==> config.mk <==
export PLATFORM = sky130hd
export DESIGN_NAME = mca_bank_logger
export DESIGN_NICKNAME = d
export VERILOG_FILES = /design/src/rtl/mca_pkg.sv /design/src/rtl/mca_sig_decode.sv /design/src/rtl/mca_inject_ctrl.sv /design/src/rtl/mca_bank_regs.sv /design/src/rtl/mca_bank_logger.sv
export SDC_FILE = /design/constraint.sdc
export NUM_CORES = 2
export LEC_CHECK = 0
export ABC_AREA = 1
export ABC_CLOCK_PERIOD_IN_PS = 3300
export BUFFER_PORTS_ARGS = -buffer_cell sky130_fd_sc_hd__clkbuf_2
export CAP_MARGIN = 10
export CORE_AREA = 2 2 392 394
export DETAILED_ROUTE_END_ITERATION = 10
export DIE_AREA = 0 0 394 396
export PLACE_DENSITY = 0.57
export SLEW_MARGIN = 20
export SYNTH_ARGS = -nofsm -noshare
export SYNTH_HDL_FRONTEND = slang
export SYNTH_SLANG_ARGS = --single-unit
==> constraint.sdc <==
create_clock -name clk -period 3.3 [get_ports clk]
set_input_delay 0.825 -clock clk [delete_from_list [all_inputs] [get_ports clk]]
set_output_delay 0.825 -clock clk [all_outputs]
set_load 0.05 [all_outputs]
==> src/rtl/mca_pkg.sv <==
package mca_pkg;

    localparam int CAP_CTLP_BIT = 8;
    localparam int GST_INPROG_BIT = 2;
    localparam int MIN_FAMILY = 6;
    localparam int BCAST_MODEL = 14;

    typedef enum logic [2:0] {
        SEL_CAP   = 3'd0,
        SEL_GCTL  = 3'd1,
        SEL_GSTAT = 3'd2,
        SEL_BCTL  = 3'd3,
        SEL_BSTAT = 3'd4,
        SEL_BADDR = 3'd5,
        SEL_BMISC = 3'd6
    } reg_sel_e;

    typedef enum logic [2:0] {
        ACT_NONE,
        ACT_DROP,
        ACT_RESET,
        ACT_LOG_UC,
        ACT_LOG_CE,
        ACT_MARK_OVER
    } inj_act_e;

    function automatic logic [7:0] full_model(input logic [3:0] ext, input logic [3:0] base);
        return {ext, base};
    endfunction

endpackage

==> src/rtl/mca_sig_decode.sv <==
module mca_sig_decode
    import mca_pkg::*;
(
    input  logic [3:0] sig_family,
    input  logic [3:0] sig_model,
    input  logic [3:0] sig_ext_model,
    input  logic       feat_mce,
    input  logic       feat_mca,
    output logic       init_ok,
    output logic       bcast_c
);
    logic [7:0] model;

    always_comb begin
        model   = full_model(sig_ext_model, sig_model);
        init_ok = (32'(sig_family) >= MIN_FAMILY) && feat_mce && feat_mca;
        bcast_c = ((32'(sig_family) == MIN_FAMILY) && (32'(model) >= BCAST_MODEL))
                  || (32'(sig_family) > MIN_FAMILY);
    end
endmodule

==> src/rtl/mca_inject_ctrl.sv <==
module mca_inject_ctrl
    import mca_pkg::*;
#(
    parameter int W     = 64,
    parameter int NBANK = 4
) (
    input  logic         inj_vld,
    input  logic [7:0]   inj_bank,
    input  logic [W-1:0] inj_status,
    input  logic [7:0]   cap_nbank,
    input  logic         cap_ctlp,
    input  logic [W-1:0] gctl,
    input  logic         inprog,
    input  logic         mce_en,
    input  logic [W-1:0] bank_ctl,
    input  logic [W-1:0] bank_stat,
    output inj_act_e     act,
    output logic [W-1:0] new_status
);
    localparam logic [W-1:0] ONE_M  = {{(W-1){1'b0}}, 1'b1};
    localparam logic [W-1:0] VAL_M  = ONE_M << (W-1);
    localparam logic [W-1:0] OVER_M = ONE_M << (W-2);
    localparam int UC_B = W - 3;

    logic in_range;
    logic old_val;
    logic [W-1:0] over_if_old;

    always_comb begin
        in_range    = (inj_bank < cap_nbank) && (32'(inj_bank) < NBANK);
        old_val     = bank_stat[W-1];
        over_if_old = old_val ? OVER_M : '0;
        act         = ACT_NONE;
        new_status  = bank_stat;
        if (inj_vld) begin
            if (!in_range || ((inj_status & VAL_M) == '0)) begin
                act = ACT_DROP;
            end else if (inj_status[UC_B]) begin
                if (cap_ctlp && (gctl != '1)) begin
                    act = ACT_DROP;
                end else if (bank_ctl != '1) begin
                    act = ACT_DROP;
                end else if (inprog || !mce_en) begin
                    act = ACT_RESET;
                end else begin
                    act        = ACT_LOG_UC;
                    new_status = inj_status | over_if_old;
                end
            end else if (!old_val || !bank_stat[UC_B]) begin
                act        = ACT_LOG_CE;
                new_status = inj_status | over_if_old;
            end else begin
                act        = ACT_MARK_OVER;
                new_status = bank_stat | OVER_M;
            end
        end
    end
endmodule

==> src/rtl/mca_bank_regs.sv <==
module mca_bank_regs #(
    parameter int W     = 64,
    parameter int NBANK = 4,
    localparam int BW   = (NBANK > 1) ? $clog2(NBANK) : 1
) (
    input  logic          clk,
    input  logic          rst,
    input  logic          init_set,
    input  logic [BW-1:0] bank_idx,
    input  logic          ctl_we,
    input  logic [W-1:0]  ctl_d,
    input  logic          stat_we,
    input  logic [W-1:0]  stat_d,
    input  logic          log_we,
    input  logic [W-1:0]  addr_d,
    input  logic [W-1:0]  misc_d,
    output logic [W-1:0]  ctl_q  [NBANK],
    output logic [W-1:0]  stat_q [NBANK],
    output logic [W-1:0]  addr_q [NBANK],
    output logic [W-1:0]  misc_q [NBANK]
);
    for (genvar b = 0; b < NBANK; b++) begin : g_bank
        logic hit;
        assign hit = (32'(bank_idx) == b);

        always_ff @(posedge clk) begin
            if (rst) begin
                ctl_q[b]  <= '0;
                stat_q[b] <= '0;
                addr_q[b] <= '0;
                misc_q[b] <= '0;
            end else begin
                if (init_set) begin
                    ctl_q[b] <= '1;
                end else if (ctl_we && hit) begin
                    ctl_q[b] <= ctl_d;
                end
                if (stat_we && hit) begin
                    stat_q[b] <= stat_d;
                end
                if (log_we && hit) begin
                    addr_q[b] <= addr_d;
                    misc_q[b] <= misc_d;
                end
            end
        end
    end
endmodule

==> src/rtl/mca_bank_logger.sv <==
module mca_bank_logger
    import mca_pkg::*;
#(
    parameter int W     = 64,
    parameter int NBANK = 4,
    localparam int BW   = (NBANK > 1) ? $clog2(NBANK) : 1
) (
    input  logic          clk,
    input  logic          rst,
    input  logic          init_go,
    input  logic [3:0]    sig_family,
    input  logic [3:0]    sig_model,
    input  logic [3:0]    sig_ext_model,
    input  logic          feat_mce,
    input  logic          feat_mca,
    input  logic          mce_en,
    input  logic          inj_vld,
    input  logic [7:0]    inj_bank,
    input  logic [W-1:0]  inj_status,
    input  logic [W-1:0]  inj_gstat,
    input  logic [W-1:0]  inj_addr,
    input  logic [W-1:0]  inj_misc,
    input  logic          wr_en,
    input  logic [2:0]    wr_sel,
    input  logic [BW-1:0] wr_bank,
    input  logic [W-1:0]  wr_data,
    input  logic [2:0]    rd_sel,
    input  logic [BW-1:0] rd_bank,
    output logic [W-1:0]  rd_data,
    output logic          mce_irq,
    output logic          reset_req,
    output logic          bcast_ok
);
    localparam logic [W-1:0] CAP_INIT = (W'(1) << CAP_CTLP_BIT) | W'(NBANK);

    logic [W-1:0] cap_q, gctl_q, gstat_q;
    logic         irq_q, rreq_q, bcast_q;
    logic [W-1:0] bctl_q [NBANK];
    logic [W-1:0] bstat_q[NBANK];
    logic [W-1:0] baddr_q[NBANK];
    logic [W-1:0] bmisc_q[NBANK];

    logic         init_ok, bcast_c;
    logic         inj_live;
    inj_act_e     act;
    logic [W-1:0] new_status;
    logic [BW-1:0] inj_idx, bank_idx;
    reg_sel_e     wsel, rsel;
    logic         ctl_we, stat_we, log_we;
    logic [W-1:0] stat_d;

    mca_sig_decode u_sig (
        .sig_family   (sig_family),
        .sig_model    (sig_model),
        .sig_ext_model(sig_ext_model),
        .feat_mce     (feat_mce),
        .feat_mca     (feat_mca),
        .init_ok      (init_ok),
        .bcast_c      (bcast_c)
    );

    assign inj_idx  = inj_bank[BW-1:0];
    assign inj_live = inj_vld && !init_go && !wr_en;

    mca_inject_ctrl #(.W(W), .NBANK(NBANK)) u_ctrl (
        .inj_vld   (inj_live),
        .inj_bank  (inj_bank),
        .inj_status(inj_status),
        .cap_nbank (cap_q[7:0]),
        .cap_ctlp  (cap_q[CAP_CTLP_BIT]),
        .gctl      (gctl_q),
        .inprog    (gstat_q[GST_INPROG_BIT]),
        .mce_en    (mce_en),
        .bank_ctl  (bctl_q[inj_idx]),
        .bank_stat (bstat_q[inj_idx]),
        .act       (act),
        .new_status(new_status)
    );

    always_comb begin
        wsel     = reg_sel_e'(wr_sel);
        rsel     = reg_sel_e'(rd_sel);
        bank_idx = wr_en ? wr_bank : inj_idx;
        ctl_we   = wr_en && !init_go && (wsel == SEL_BCTL);
        log_we   = (act == ACT_LOG_UC) || (act == ACT_LOG_CE);
        stat_we  = (wr_en && !init_go && (wsel == SEL_BSTAT)) || log_we || (act == ACT_MARK_OVER);
        stat_d   = wr_en ? wr_data : new_status;
    end

    mca_bank_regs #(.W(W), .NBANK(NBANK)) u_banks (
        .clk     (clk),
        .rst     (rst),
        .init_set(init_go && init_ok),
        .bank_idx(bank_idx),
        .ctl_we  (ctl_we),
        .ctl_d   (wr_data),
        .stat_we (stat_we),
        .stat_d  (stat_d),
        .log_we  (log_we),
        .addr_d  (inj_addr),
        .misc_d  (inj_misc),
        .ctl_q   (bctl_q),
        .stat_q  (bstat_q),
        .addr_q  (baddr_q),
        .misc_q  (bmisc_q)
    );

    always_ff @(posedge clk) begin
        if (rst) begin
            cap_q   <= '0;
            gctl_q  <= '0;
            gstat_q <= '0;
            irq_q   <= 1'b0;
            rreq_q  <= 1'b0;
            bcast_q <= 1'b0;
        end else begin
            irq_q  <= (act == ACT_LOG_UC);
            rreq_q <= (act == ACT_RESET);
            if (init_go) begin
                bcast_q <= bcast_c;
                if (init_ok) begin
                    cap_q  <= CAP_INIT;
                    gctl_q <= '1;
                end
            end else if (wr_en) begin
                if (wsel == SEL_GCTL)  gctl_q  <= wr_data;
                if (wsel == SEL_GSTAT) gstat_q <= wr_data;
            end else if (act == ACT_LOG_UC) begin
                gstat_q <= inj_gstat;
            end
        end
    end

    always_comb begin
        case (rsel)
            SEL_CAP:   rd_data = cap_q;
            SEL_GCTL:  rd_data = gctl_q;
            SEL_GSTAT: rd_data = gstat_q;
            SEL_BCTL:  rd_data = bctl_q[rd_bank];
            SEL_BSTAT: rd_data = bstat_q[rd_bank];
            SEL_BADDR: rd_data = baddr_q[rd_bank];
            SEL_BMISC: rd_data = bmisc_q[rd_bank];
            default:   rd_data = '0;
        endcase
    end

    assign mce_irq   = irq_q;
    assign reset_req = rreq_q;
    assign bcast_ok  = bcast_q;
endmodule

==> flow_summary.yaml <==
outcome:
  outcome: "finished, violations left"
  violations: "setup timing"
final_layout:
  seq_area_sq_mm: 0.02314
  final_nets: 10860
  synthToLayoutAreaGrowth_pct: 31.28
  layout-drive-gt1-share_pct: 17.14
  num-fill-cells: 14980
  multi_input_area_sq_mm: 0.03315
  stdcell_area_sq_mm: 0.07933
job:
  cap_violations: 0
floorplanning:
  ios: 425
  start_util_pct: 39.87
  die_x_um: 394
  rows: 143
  die_y_um: 396
  core_area_sq_mm: 0.1515
  die_area_sq_mm: 0.1560
clock_tree:
  cts.hold.buffers_added: 0
  clk_latency_ns: 0.80
  clk_pin_slew_ns: 0.06
  numCtsBuffers: 139
  clock-root-buffer: "clkbuf_16"
  cts_buffer_depth: 3
  cts_tree: "built"
  clkSinkCount: 1156
  htree_levels: 4
route:
  dr.pass1.iters: 8
  vias: 69400
  first_iter_violations: 8552
  viasPerCell: 5.488
  wl_per_cell_um: 23.47
  drt-total-wl_um: 296800
  drc: 0
  postRouteAntennaNets: 0
global_routing:
  grt_pass1_vias: 60700
  grt_max_degree: 124
  grt_pass1_wl_um: 415600
  antenna_found_initial: 34
  grt-ovfl-total: 0
  grt_use_total_pct: 35.63
synthesis:
  seq_area_frac_synth_pct: 38.30
  syn_avg_cell_area_sq_um: 6.088
  yosysTopAreaCell: "dfxtp_1"
  synth_area_sq_mm: 0.06043
  synth_edf_count: 0
  ys_async_sr_fraction_pct: 0
  synth_ff_type: "dfxtp_1"
  synth_seq_cells: 1156
  yosys-top-cells-area: "dfxtp_1, nand2_1, nor2_1"
  synth_top_area_share_pct: 38.30
  postSynthCellCount: 9925
  synth_warnings: 0
  synth_cell_types: 39
  syn_nets: 10280
sta:
  fin_crit_sh_pct: 110.2
  relSlewSlack_pct: 37.25
  setup_ws_ns: -0.3373
  fmax_mhz: 274.9
  drv_slew: 0
  hold_viol_final: 0
  fin_crit_ns: 3.637
  rsz0062_at_grt: "true"
  setup_viol: 63
  fin_skew_ns: 0.04348
  worst_pin_slew_ns: 0.9413
power_and_ir_drop:
  switching_power_mw: 9.976
  swShare_pct: 28.81
  power.internal_mw: 24.65
  p_total_mw: 34.63
  ir_drop_v: 0.0003904
  seq_power_share_pct: 41.5
  pwr-share-clk_pct: 43.6
  leakagePower_nw: 37.36
  p_per_area_mw_per_mm2: 436.6
  comb_power_share_pct: 14.8
setup_path:
  crit_path_end_kind: "output port"
  required_ns: 2.47
  cp_max_fo: 6
  reg2reg_depth: 18
  endpoint: "rd_data[17]"
  timing.rr.end: "gstat_q[45]"
  arrival_ns: 2.81
  reg2reg_slack_ns: 0.08
  cp-startpoint: "rd_sel[1]"
  crit_type: "in -> out"
  worst_setup_path_start_kind: "input pin"
  r2r-start: "u_banks.ctl_q[249]"
placement:
  dp_hpwl_um: 205100
  port_buffers: 423
  gp_congestion: 1.022
  place_area_sq_mm: 0.06893
hold_path:
  hold_class: "in -> reg"
-- layer usage --
metal	part of all wire, %	vias up	track usage [%]	wire length [um]
met5	0.097	-	0	288
met4	7.4	44	21.86	22010
met3	12	753	9.662	36960
met2	40	3856	50.23	117500
met1	40	32150	48.04	120000
li1	-	32600	-	-
-- power by group through the flow --
stage                     logic [mW]  registers [mW]  clock network, mW
after floorplan                 1.95            14.6                  0
after global placement          4.05            14.7                  0
after detailed placement        4.08            14.7                  0
after CTS                       4.51            14.4               15.2
after global routing            5.30            14.4               15.8
final                           5.14            14.4               15.1
-- per-stage QoR --
step | utilization, % | std cells | TNS (ns) | hold slack (ns) | worst slack (ns)
after floorplan | - | 9925 | -0.01465 | 0.4437 | -0.002793
after global placement | 45.48 | 12260 | -170.16 | 0.4521 | -1.067
after detailed placement | 45.48 | 12260 | -168.83 | 0.4562 | -1.075
after CTS | 50.15 | 12560 | -7.467 | 0.2728 | -0.2656
after global routing | 52.33 | 12640 | -9.427 | 0.3259 | -0.3367
final | 52.34 | 12650 | -9.372 | 0.3190 | -0.3373
-- flip-flops by register name, summed over array words and instances, names as in the netlist --
register        flops
cap_q               1
u_banks.stat_q    256
mce_irq             1
reset_req           1
u_banks.addr_q    256
gctl_q             64
u_banks.ctl_q     256
bcast_ok            1
u_banks.misc_q    256
gstat_q            64
-- cells by family (layout without fill, tap and decap cells) --
group / count (synthesis) / count (layout) / share of synthesized area [%]
AND/OR/NAND/NOR: 4747 / 4747 / 30.56
AO/OA/AOI/OAI: 2328 / 2328 / 20.00
buffers and inverters: 1694 / 2373 / 11.15
flip-flops: 1156 / 1156 / 38.30
other: 0 / 11 / 0
-- critical path: stages --
cell       delay [ns]
clkbuf_8         0.12
buf_6            0.11
nor2_4           0.03
inv_2            0.07
nor2_4           0.06
clkinv_4         0.10
buf_12           0.16
a21oi_2          0.05
buf_6            0.16
a311oi_4         0.50
buf_4            0.22
o2111ai_4        0.17
buf_8            0.21
-- area by class of cell --
type | instances | area share, %
multi-input cells | 7075 | 41.79
flip-flops and latches | 1156 | 29.17
repair buffers | 1162 | 15.54
clock buffers | 205 | 5.068
inverters | 966 | 4.648
well taps | 2030 | 3.202
clock inverters | 35 | 0.4006
repair inverters | 5 | 0.1483
diodes | 11 | 0.03470
-- Yosys cell counts, types with 18 or more instances --
cell type	count
clkbuf_1	499
nand4_1	117
nand2_1	2481
a21oi_1	1063
a211oi_1	49
o21ai_1	18
buf_6	22
buf_2	160
o21ai_0	1087
inv_1	954
dfxtp_1	1156
nand3b_1	32
nand3_1	116
nor3_1	27
buf_1	44
a22oi_1	22
o22ai_1	28
nor2_1	1956
a311oi_1	30
-- worst min path at each step --
| stage | cells past startpoint | from | endpoint |
|---|---|---|---|
| after detailed placement | 2 | gctl_q[18] | gctl_q[18] |
| after floorplan | 2 | u_banks.ctl_q[57] | u_banks.ctl_q[57] |
| final | 3 | inj_addr[39] | u_banks.addr_q[231] |
| after global routing | 3 | inj_addr[43] | u_banks.addr_q[107] |
| after global placement | 2 | gctl_q[18] | gctl_q[18] |
| after CTS | 3 | inj_addr[39] | u_banks.addr_q[231] |
-- placed cells by master, fill, tap and decap left out, drive strengths merged, types with 2 or more instances in the layout --
cell / instances
or2: 6
buf: 769
diode: 11
a211oi: 49
clkinvlp: 4
a311oi: 30
nor2: 1957
dfxtp: 1156
nor4: 2
clkinv: 30
nand2: 2485
o21ai: 1105
o22ai: 28
nand3b: 32
nand3: 117
o211ai: 7
a21oi: 1063
o2111ai: 14
nand4: 117
bufbuf: 8
a22oi: 22
bufinv: 3
clkbuf: 590
nor3: 28
inv: 969
a221oi: 6
-- repair_timing --
| action | 4_1_cts | 5_1_grt |
|---|---|---|
| setup buffers | 33 | 70 |
| pin swaps | 67 | 142 |
| setup endpoints to repair | 64 | 234 |
| cloned | 26 | 35 |
| resized for setup | 459 | 688 |
Note: power is estimated with default switching activity, not from simulation.
